===== config.mk =====
export PLATFORM = sky130hd
export DESIGN_NAME = irq_remap
export DESIGN_NICKNAME = d
export VERILOG_FILES = /design/src/rtl/irq_remap.sv
export SDC_FILE = /design/constraint.sdc
export NUM_CORES = 1
export LEC_CHECK = 0
export BUFFER_PORTS_ARGS = -buffer_cell sky130_fd_sc_hd__buf_2
export CAP_MARGIN = 15
export CORE_ASPECT_RATIO = 2
export CORE_MARGIN = 3
export CORE_UTILIZATION = 30
export DETAILED_ROUTE_END_ITERATION = 7
export GPL_ROUTABILITY_DRIVEN = 0
export GPL_TIMING_DRIVEN = 0
export PLACE_DENSITY = 0.45
export SYNTH_ARGS = -nofsm -noshare
export SYNTH_HDL_FRONTEND = slang
export SYNTH_SLANG_ARGS = --single-unit

===== constraint.sdc =====
create_clock -name clk -period 10.6 [get_ports clk]
set_clock_uncertainty 0.15 [all_clocks]
set_input_delay 0.53 -clock clk [delete_from_list [all_inputs] [get_ports clk]]
set_output_delay 0.53 -clock clk [all_outputs]
set_load 0.005 [all_outputs]

===== src/rtl/irq_remap.sv =====
module irq_remap #(
  parameter int AW = 16,
  parameter int MID_W = 8,
  parameter int DEST_W = 8,
  parameter logic [AW-1:0] ROOT_BASE = '0
) (
  input  logic              clk,
  input  logic              rst_n,
  input  logic              in_valid,
  output logic              in_ready,
  input  logic [15:0]       in_rid,
  input  logic [MID_W-1:0]  in_msgid,
  input  logic              inval,
  output logic              mem_req,
  output logic [AW-1:0]     mem_addr,
  input  logic              mem_rvalid,
  input  logic [31:0]       mem_rdata,
  output logic              out_valid,
  output logic [7:0]        out_vector,
  output logic [DEST_W-1:0] out_dest,
  output logic              fault_valid,
  output logic [1:0]        fault_cause,
  output logic [15:0]       fault_rid,
  output logic [MID_W-1:0]  fault_msgid
);
  localparam int WAYS = 4;

  typedef enum logic [2:0] {S_IDLE, S_LOOK, S_ROOT, S_CTX, S_IRT} state_t;
  state_t st;

  logic [15:0]      rid_q;
  logic [MID_W-1:0] mid_q;

  logic              c_val [WAYS];
  logic [15:0]       c_rid [WAYS];
  logic [MID_W-1:0]  c_mid [WAYS];
  logic [7:0]        c_vec [WAYS];
  logic [DEST_W-1:0] c_dst [WAYS];
  logic [1:0]        c_age [WAYS];

  logic       hit, found;
  logic [1:0] hit_way, victim, use_way;
  logic       take_hit, fill, touch;
  logic       unused_bits;

  wire present = mem_rdata[0];
  wire [AW-1:0] next_base = mem_rdata[AW+15:16];

  assign in_ready    = (st == S_IDLE);
  assign fault_rid   = rid_q;
  assign fault_msgid = mid_q;
  assign unused_bits = ^mem_rdata;

  always_comb begin
    hit = 1'b0;
    hit_way = '0;
    for (int i = 0; i < WAYS; i++)
      if (c_val[i] && c_rid[i] == rid_q && c_mid[i] == mid_q) begin
        hit = 1'b1;
        hit_way = 2'(i);
      end
  end

  always_comb begin
    found = 1'b0;
    victim = '0;
    for (int i = 0; i < WAYS; i++)
      if (!c_val[i] && !found) begin
        found = 1'b1;
        victim = 2'(i);
      end
    if (!found)
      for (int i = 0; i < WAYS; i++)
        if (c_age[i] == 2'd3) victim = 2'(i);
  end

  assign take_hit = (st == S_LOOK) && hit;
  assign fill     = (st == S_IRT) && mem_rvalid && present;
  assign touch    = take_hit || fill;
  assign use_way  = take_hit ? hit_way : victim;

  always_ff @(posedge clk or negedge rst_n) begin
    if (!rst_n) begin
      st <= S_IDLE;
      rid_q <= '0;
      mid_q <= '0;
      mem_req <= 1'b0;
      mem_addr <= '0;
      out_valid <= 1'b0;
      out_vector <= '0;
      out_dest <= '0;
      fault_valid <= 1'b0;
      fault_cause <= '0;
    end else begin
      mem_req <= 1'b0;
      out_valid <= 1'b0;
      fault_valid <= 1'b0;
      case (st)
        S_IDLE: if (in_valid) begin
          rid_q <= in_rid;
          mid_q <= in_msgid;
          st <= S_LOOK;
        end
        S_LOOK: if (hit) begin
          out_valid <= 1'b1;
          out_vector <= c_vec[hit_way];
          out_dest <= c_dst[hit_way];
          st <= S_IDLE;
        end else begin
          mem_req <= 1'b1;
          mem_addr <= ROOT_BASE + AW'(rid_q[15:8]);
          st <= S_ROOT;
        end
        S_ROOT: if (mem_rvalid) begin
          if (!present) begin
            fault_valid <= 1'b1;
            fault_cause <= 2'd0;
            st <= S_IDLE;
          end else begin
            mem_req <= 1'b1;
            mem_addr <= next_base + AW'(rid_q[7:0]);
            st <= S_CTX;
          end
        end
        S_CTX: if (mem_rvalid) begin
          if (!present) begin
            fault_valid <= 1'b1;
            fault_cause <= 2'd1;
            st <= S_IDLE;
          end else if (12'(mid_q) >= mem_rdata[15:4]) begin
            fault_valid <= 1'b1;
            fault_cause <= 2'd2;
            st <= S_IDLE;
          end else begin
            mem_req <= 1'b1;
            mem_addr <= next_base + AW'(mid_q);
            st <= S_IRT;
          end
        end
        S_IRT: if (mem_rvalid) begin
          if (!present) begin
            fault_valid <= 1'b1;
            fault_cause <= 2'd3;
          end else begin
            out_valid <= 1'b1;
            out_vector <= mem_rdata[15:8];
            out_dest <= mem_rdata[16 +: DEST_W];
          end
          st <= S_IDLE;
        end
        default: st <= S_IDLE;
      endcase
    end
  end

  always_ff @(posedge clk or negedge rst_n) begin
    if (!rst_n) begin
      for (int i = 0; i < WAYS; i++) begin
        c_val[i] <= 1'b0;
        c_rid[i] <= '0;
        c_mid[i] <= '0;
        c_vec[i] <= '0;
        c_dst[i] <= '0;
        c_age[i] <= 2'(i);
      end
    end else begin
      if (touch)
        for (int i = 0; i < WAYS; i++)
          if (2'(i) == use_way) c_age[i] <= 2'd0;
          else if (c_age[i] < c_age[use_way]) c_age[i] <= c_age[i] + 2'd1;
      if (fill) begin
        c_rid[victim] <= rid_q;
        c_mid[victim] <= mid_q;
        c_vec[victim] <= mem_rdata[15:8];
        c_dst[victim] <= mem_rdata[16 +: DEST_W];
      end
      for (int i = 0; i < WAYS; i++)
        if (inval) c_val[i] <= 1'b0;
        else if (fill && 2'(i) == victim) c_val[i] <= 1'b1;
    end
  end
endmodule


[Word level (Yosys, flattened, before mapping)]
Cells that the tools add are included.
Cells by class
  add/subtract/negate cells: 6
  $lt $le $gt $ge: 9
  bitwise logic cells: 3
  mux-type cells: 100
  reductions and logical operators: 49
  equal/unequal tests: 35
Operators with widths (count)
  2-to-1 mux 16 bit: 7
  bitwise mux 32 bit: 3
  2-to-1 mux 8 bit: 11
  bitwise mux 64 bit: 1
  == test 16 bit: 4
  2-to-1 mux 2 bit: 29
  case mux 16 bit (3 select lines): 1
  adder 16 x 8 -> 16 bit: 2
  binary-select mux 8 bit (select 2 bit): 2
  demux 16 bit (select 2 bit): 1
  == test 8 bit: 4
  case mux 8 bit (2 select lines): 2
  2-to-1 mux 1 bit: 30
  inequality test 2 bit, second input constant: 12
  logical AND 1 bit: 19
  2-to-1 mux 3 bit: 6
  nonzero test 2 bit: 9
  demux 8 bit (select 2 bit): 1
  case mux 3 bit (5 select lines): 1
  AND reduction 7 bit: 2
  greater-or-equal comparator 8 x 12 -> 1 bit: 1
  AND reduction 2 bit: 5
  greater-or-equal comparator 3 bit, second input constant: 3
  NOT 2 -> 3 bit: 3
  other kinds (21): 43
Word-level totals
  output and inout port bits: 62
  input port bits: 61
  word-level logic and storage cells: 236
  register bits: 236

[Depth between registers and ports, before layout]
  depth after elaboration: 22
  depth in mapped cells: 16
  mapped depth without buffers: 15

[Least setup slack after synthesis]
No wires, ideal clock.
  kind: register -> register
  start point: reg st[1]
  end point: reg mem_addr[8]
  setup time: 0.125 ns
  data required time: 10.325 ns
  buffers on the path: 1
  data arrival time: 3.380 ns
  period minus slack after synthesis: 3.654 ns
  stages on the path, launching flop included: 17
  slack: 6.946 ns
  cell sequence: dfrtp_1 -> clkbuf_1 -> nor2b_1 -> nand2_1 -> nand2_1 -> o21ai_0 -> ha_1 -> fa_1 -> a21o_1 -> a21oi_1 -> o21bai_1 -> a21oi_1 -> o21bai_1 -> a21oi_1 -> xor2_1 -> nor2_1 -> mux2_2
Between the ends
  word-level cells in the longest chain between the ends: 3
  elaborated cells between the ends (all ways): 12
  classes of those cells: 9 x eq/ne; 1 x mux; 2 x reduce/logical
RTL lines
  start, declared: RTL line 29  | state_t st;
  start signal, assigned: RTL line 84  | st <= S_IDLE;
  start signal, assigned: RTL line 102  | st <= S_LOOK;
  start signal, assigned: RTL line 108  | st <= S_IDLE;
  == test 3 x 2 -> 1 bit or == test 3 x 1 -> 1 bit (tied branches): RTL line 98  | case (st)
  inequality test 2 bit (no source line) or nonzero test 3 bit (tied branches)
  AND reduction 7 bit (no source line)
  end signal, assigned: RTL line 111  | mem_addr <= ROOT_BASE + AW'(rid_q[15:8]);
  end signal, assigned: RTL line 121  | mem_addr <= next_base + AW'(rid_q[7:0]);
  end signal, assigned: RTL line 136  | mem_addr <= next_base + AW'(mid_q);
  end, declared: RTL line 15  | output logic [AW-1:0] mem_addr,
Several ways; a longest one is shown, not always the timed one.
A chain may end at the register's enable or synchronous reset.

[Final worst setup path]
  start point: reg mid_q[0], in the netlist fault_msgid[0]
  end point: reg mem_addr[14]
Between the ends
  word-level cells in the longest chain between the ends: 8
  elaborated cells between the ends (all ways): 21
  classes of those cells: 1 x add/sub; 1 x order compare; 6 x eq/ne; 8 x mux; 5 x reduce/logical
RTL lines
  start, declared: RTL line 32  | logic [MID_W-1:0] mid_q;
  start signal, assigned: RTL line 101  | mid_q <= in_msgid;
  parallel branches: the longest is 8 deep, another holds adder 16 x 8 -> 16 bit
Several ways; the timed one is not identified. The select of a mux whose other input is x is not followed.

==> metrics <==
status=finished, final reports clean; Comb power frac=39.3%; IO buf count=118; leading area contributor after synthesis=dfrtp_1; crit path max fanout=10; drt via density=4.92; Top cell by count, worst path=a21o_1; layout cells sized above 1=35.1%; full die area=43300 µm²; slowest CP cell=a2111oi_0; Worst R2R Path Depth=14; Root Driver=clkbuf_16; ANT nets after route=0; critical path data arrival time=4.79 ns; top_reg_cell synth=dfrtp_1; DR iter-0 viols=237; # IOs=123; EDFF count, synth=0; Die W=149 µm; Internal Pwr Total=2.22 mW; sequential share of power=33.4%; largest net degree at the start of global routing=105; DRC=0; Detailed Route WL=37600 µm; synth unique cells=67; Total Power=3.48 mW; top cell type's share of synthesized area=47.5%; Nets=1288; post-route minimum period=4.52 ns; CP Capture Type=flop; dpl hpwl=28500 µm; setup TNS=0 ns; relative slew slack=39.6%; Die Ht=291 µm; antenna violations before repair=2; TritonCTS clock tree=done; Rows=104; critical path class=flop to flop; fin cells=1754; vias in the first global route=9235; Num CTS Buffers=25; reg2reg start=fault_msgid[0]; Post-CTS Setup Bufs=0; first-pass GRT wire length=56600 µm; Bufs on Longest Clock Path=3; FMAX=221 MHz; CP max stage delay=0.50 ns; FFs w/ async S/R, synth=100%; Core Area=40200 µm²; register area share after synthesis=48.4%; most frequent cells in the layout=232 x dfrtp_1, 198 x mux2_2, 124 x buf_2; Worst-Skew Late Latency=0.54 ns; post-synthesis mux area share=19.6%; final max-slew violation count=0; post-synthesis simple-gate area fraction=9.79%; CTS H-Tree Depth=1; crit share post-route=42.7%; path category of the worst min-delay check=input port to flop; Reg2Reg Capture Point=mem_addr[14]; Ys Warns=0; fill count=4016; syn nets=1140; Synth Area in XOR/XNOR=7.67%; worst setup path end=mem_addr[14]; Clk pwr share=27.3%; first-pass iteration count of the detailed router=4; R2R setup slack=6.08 ns; post-synthesis compound-gate area fraction=8.49%; main combinational cell family by area after synthesis=multiplexers; RSZ-0062 raised after global routing=no; placed cell count=1708; pin slew with the least headroom to its limit=0.905 ns; Sw Ratio=36.2%; Critical Path RT=10.87 ns; number of synthesized register bits=236; adder-cell share of the synthesized area=2.21%; GR Util All Layers=17.3%; # setup viols final=0; leakage=6.74 nW; net switching power=1.26 mW; chain of cells forming the critical path=buf_2 > inv_1 > ha_1 > nand2b_1 > a21o_1 > a21o_1 > a21o_1 > a21o_1 > a2111oi_0 > nor3_1 > a211o_1 > o21ai_2 > buf_2 > mux2_2; PD cells=241 nW/µm²; Mapped Area=12200 µm²; Setup crit start kind=flop; synthesized area per cell=11.5 µm²; clock sink total=236; commonest non-fill, non-tap cell in the layout=dfrtp_1; Hold Vio Cnt, Final=0; Layout area overhead=18.0%; crit path from=fault_msgid[0]; Routed wire per std cell=21.4 µm; Initial Utilization=30.4%; DR vias=8634; Reg clk slew, reported paths=0.06 ns; max_cap viols=0; Area contributors post-synth=dfrtp_1 48%, mux2_2 18%, xnor2_1 4.4%; GR Overflow Total=0; peak supply drop=0.118 mV; Post-Syn Instances=1058
## critical path, delay by kind of cell, from the launching register on
| kind | cells | cell delay [ns] |
|---|---|---|
| adder cells (fa/ha/maj) | 1 | 0.30 |
| buffers and inverters | 3 | 0.86 |
| flip-flops | 1 | 0.38 |
| multiplexers | 1 | 0.36 |
| AND/OR/NAND/NOR | 2 | 0.35 |
| AO/OA/AOI/OAI | 7 | 2.00 |
## cell usage after synthesis, types with 4 or more instances
| master | count |
|---|---|
| a21o_1 | 7 |
| a21oi_1 | 26 |
| a21oi_2 | 4 |
| a31o_2 | 14 |
| and2_1 | 5 |
| and3_1 | 6 |
| and4_1 | 4 |
| buf_1 | 6 |
| buf_2 | 7 |
| buf_4 | 20 |
| clkbuf_1 | 34 |
| dfrtp_1 | 232 |
| dfstp_2 | 4 |
| ha_1 | 20 |
| inv_1 | 30 |
| mux2_2 | 198 |
| mux2i_1 | 14 |
| nand2_1 | 80 |
| nand3_1 | 11 |
| nand4_1 | 27 |
| nor2_1 | 37 |
| nor2b_1 | 10 |
| nor3_1 | 11 |
| nor4_1 | 19 |
| o211ai_1 | 23 |
| o21ai_0 | 39 |
| o21bai_1 | 4 |
| o22ai_1 | 5 |
| xnor2_1 | 61 |
| xor2_1 | 46 |
## per-layer routing
layer | GRT usage [%] | part of all wire, % | routed length (µm)
met5 | 0 | 0 | 0
met4 | 8.10 | 5.0 | 1870
met3 | 1.68 | 2.9 | 1090
met2 | 33.5 | 56 | 20900
met1 | 18.4 | 37 | 13700
## how the worst min path moves through the flow
| stage | slack, ns | start | endpoint | cells past startpoint |
|---|---|---|---|---|
| 2_1_floorplan | 0.08 | rst_n | c_age[2] | 0 |
| 3_3_place_gp | 0.31 | out_vector[3] | out_vector[3] | 2 |
| 3_5_place_dp | 0.30 | rst_n | c_dst[2] | 1 |
| 4_1_cts | 0.03 | in_msgid[0] | fault_msgid[0] | 3 |
| 5_1_grt | 0.06 | inval | c_val[1] | 2 |
| 6_report | 0.06 | in_msgid[0] | fault_msgid[0] | 3 |
## stage by stage
stage / instance area, µm² / hold WS (ns) / setup slack [ns] / util, %
after global placement: 13500 / 0.308 / 4.24 / 33.5
after detailed placement: 13500 / 0.304 / 6.05 / 33.7
final: 14400 / 0.0554 / 6.08 / 35.9
after global routing: 14400 / 0.0561 / 5.72 / 35.9
after floorplan: 12200 / 0.0844 / 6.95 / -
after CTS: 14400 / 0.0312 / 6.05 / 35.8
## power groups by stage
stage	combinational, mW	clock (mW)	sequential, mW
after floorplan	0.889	0	1.17
after global placement	1.38	0	1.18
after detailed placement	1.40	0	1.18
after CTS	1.40	0.979	1.16
after global routing	1.51	1.01	1.18
final	1.37	0.948	1.16
## final cells by class
type,count,area [µm²],share of cell area (%)
antenna,2,5.00,0.0347
buffer,69,358,2.48
clock buffer,32,712,4.94
clock inverter,11,155,1.08
inverter,31,116,0.807
multi-input combinational,722,5830,40.5
sequential,236,5910,41.0
tap,530,663,4.60
timing repair buffer,121,666,4.62
## registers in the layout, indices dropped and copies added (netlist names)
register     count
c_rid           64
out_valid        1
out_dest         8
mem_addr        16
c_age            8
fault_valid      1
fault_msgid      8
fault_cause      2
st               3
fault_rid       16
c_vec           32
c_mid           32
c_dst           32
mem_req          1
c_val            4
out_vector       8
## kinds of logic (layout without fill, tap and decap cells)
kind of cell,count (synthesis),after routing
multiplexers,213,213
AND/OR/NAND/NOR,232,232
AO/OA/AOI/OAI,149,149
adder cells (fa/ha/maj),21,21
buffers and inverters,100,264
XOR/XNOR,107,107
flip-flops,236,236
other,0,2
## timing repair
action                                 in CTS  in global routing
hold buffers                                1                  0
gates resized for setup                     0                  0
setup endpoints to repair                   0                  0
endpoints found under the hold margin      42                  0
(Power assumes the default switching activity.)
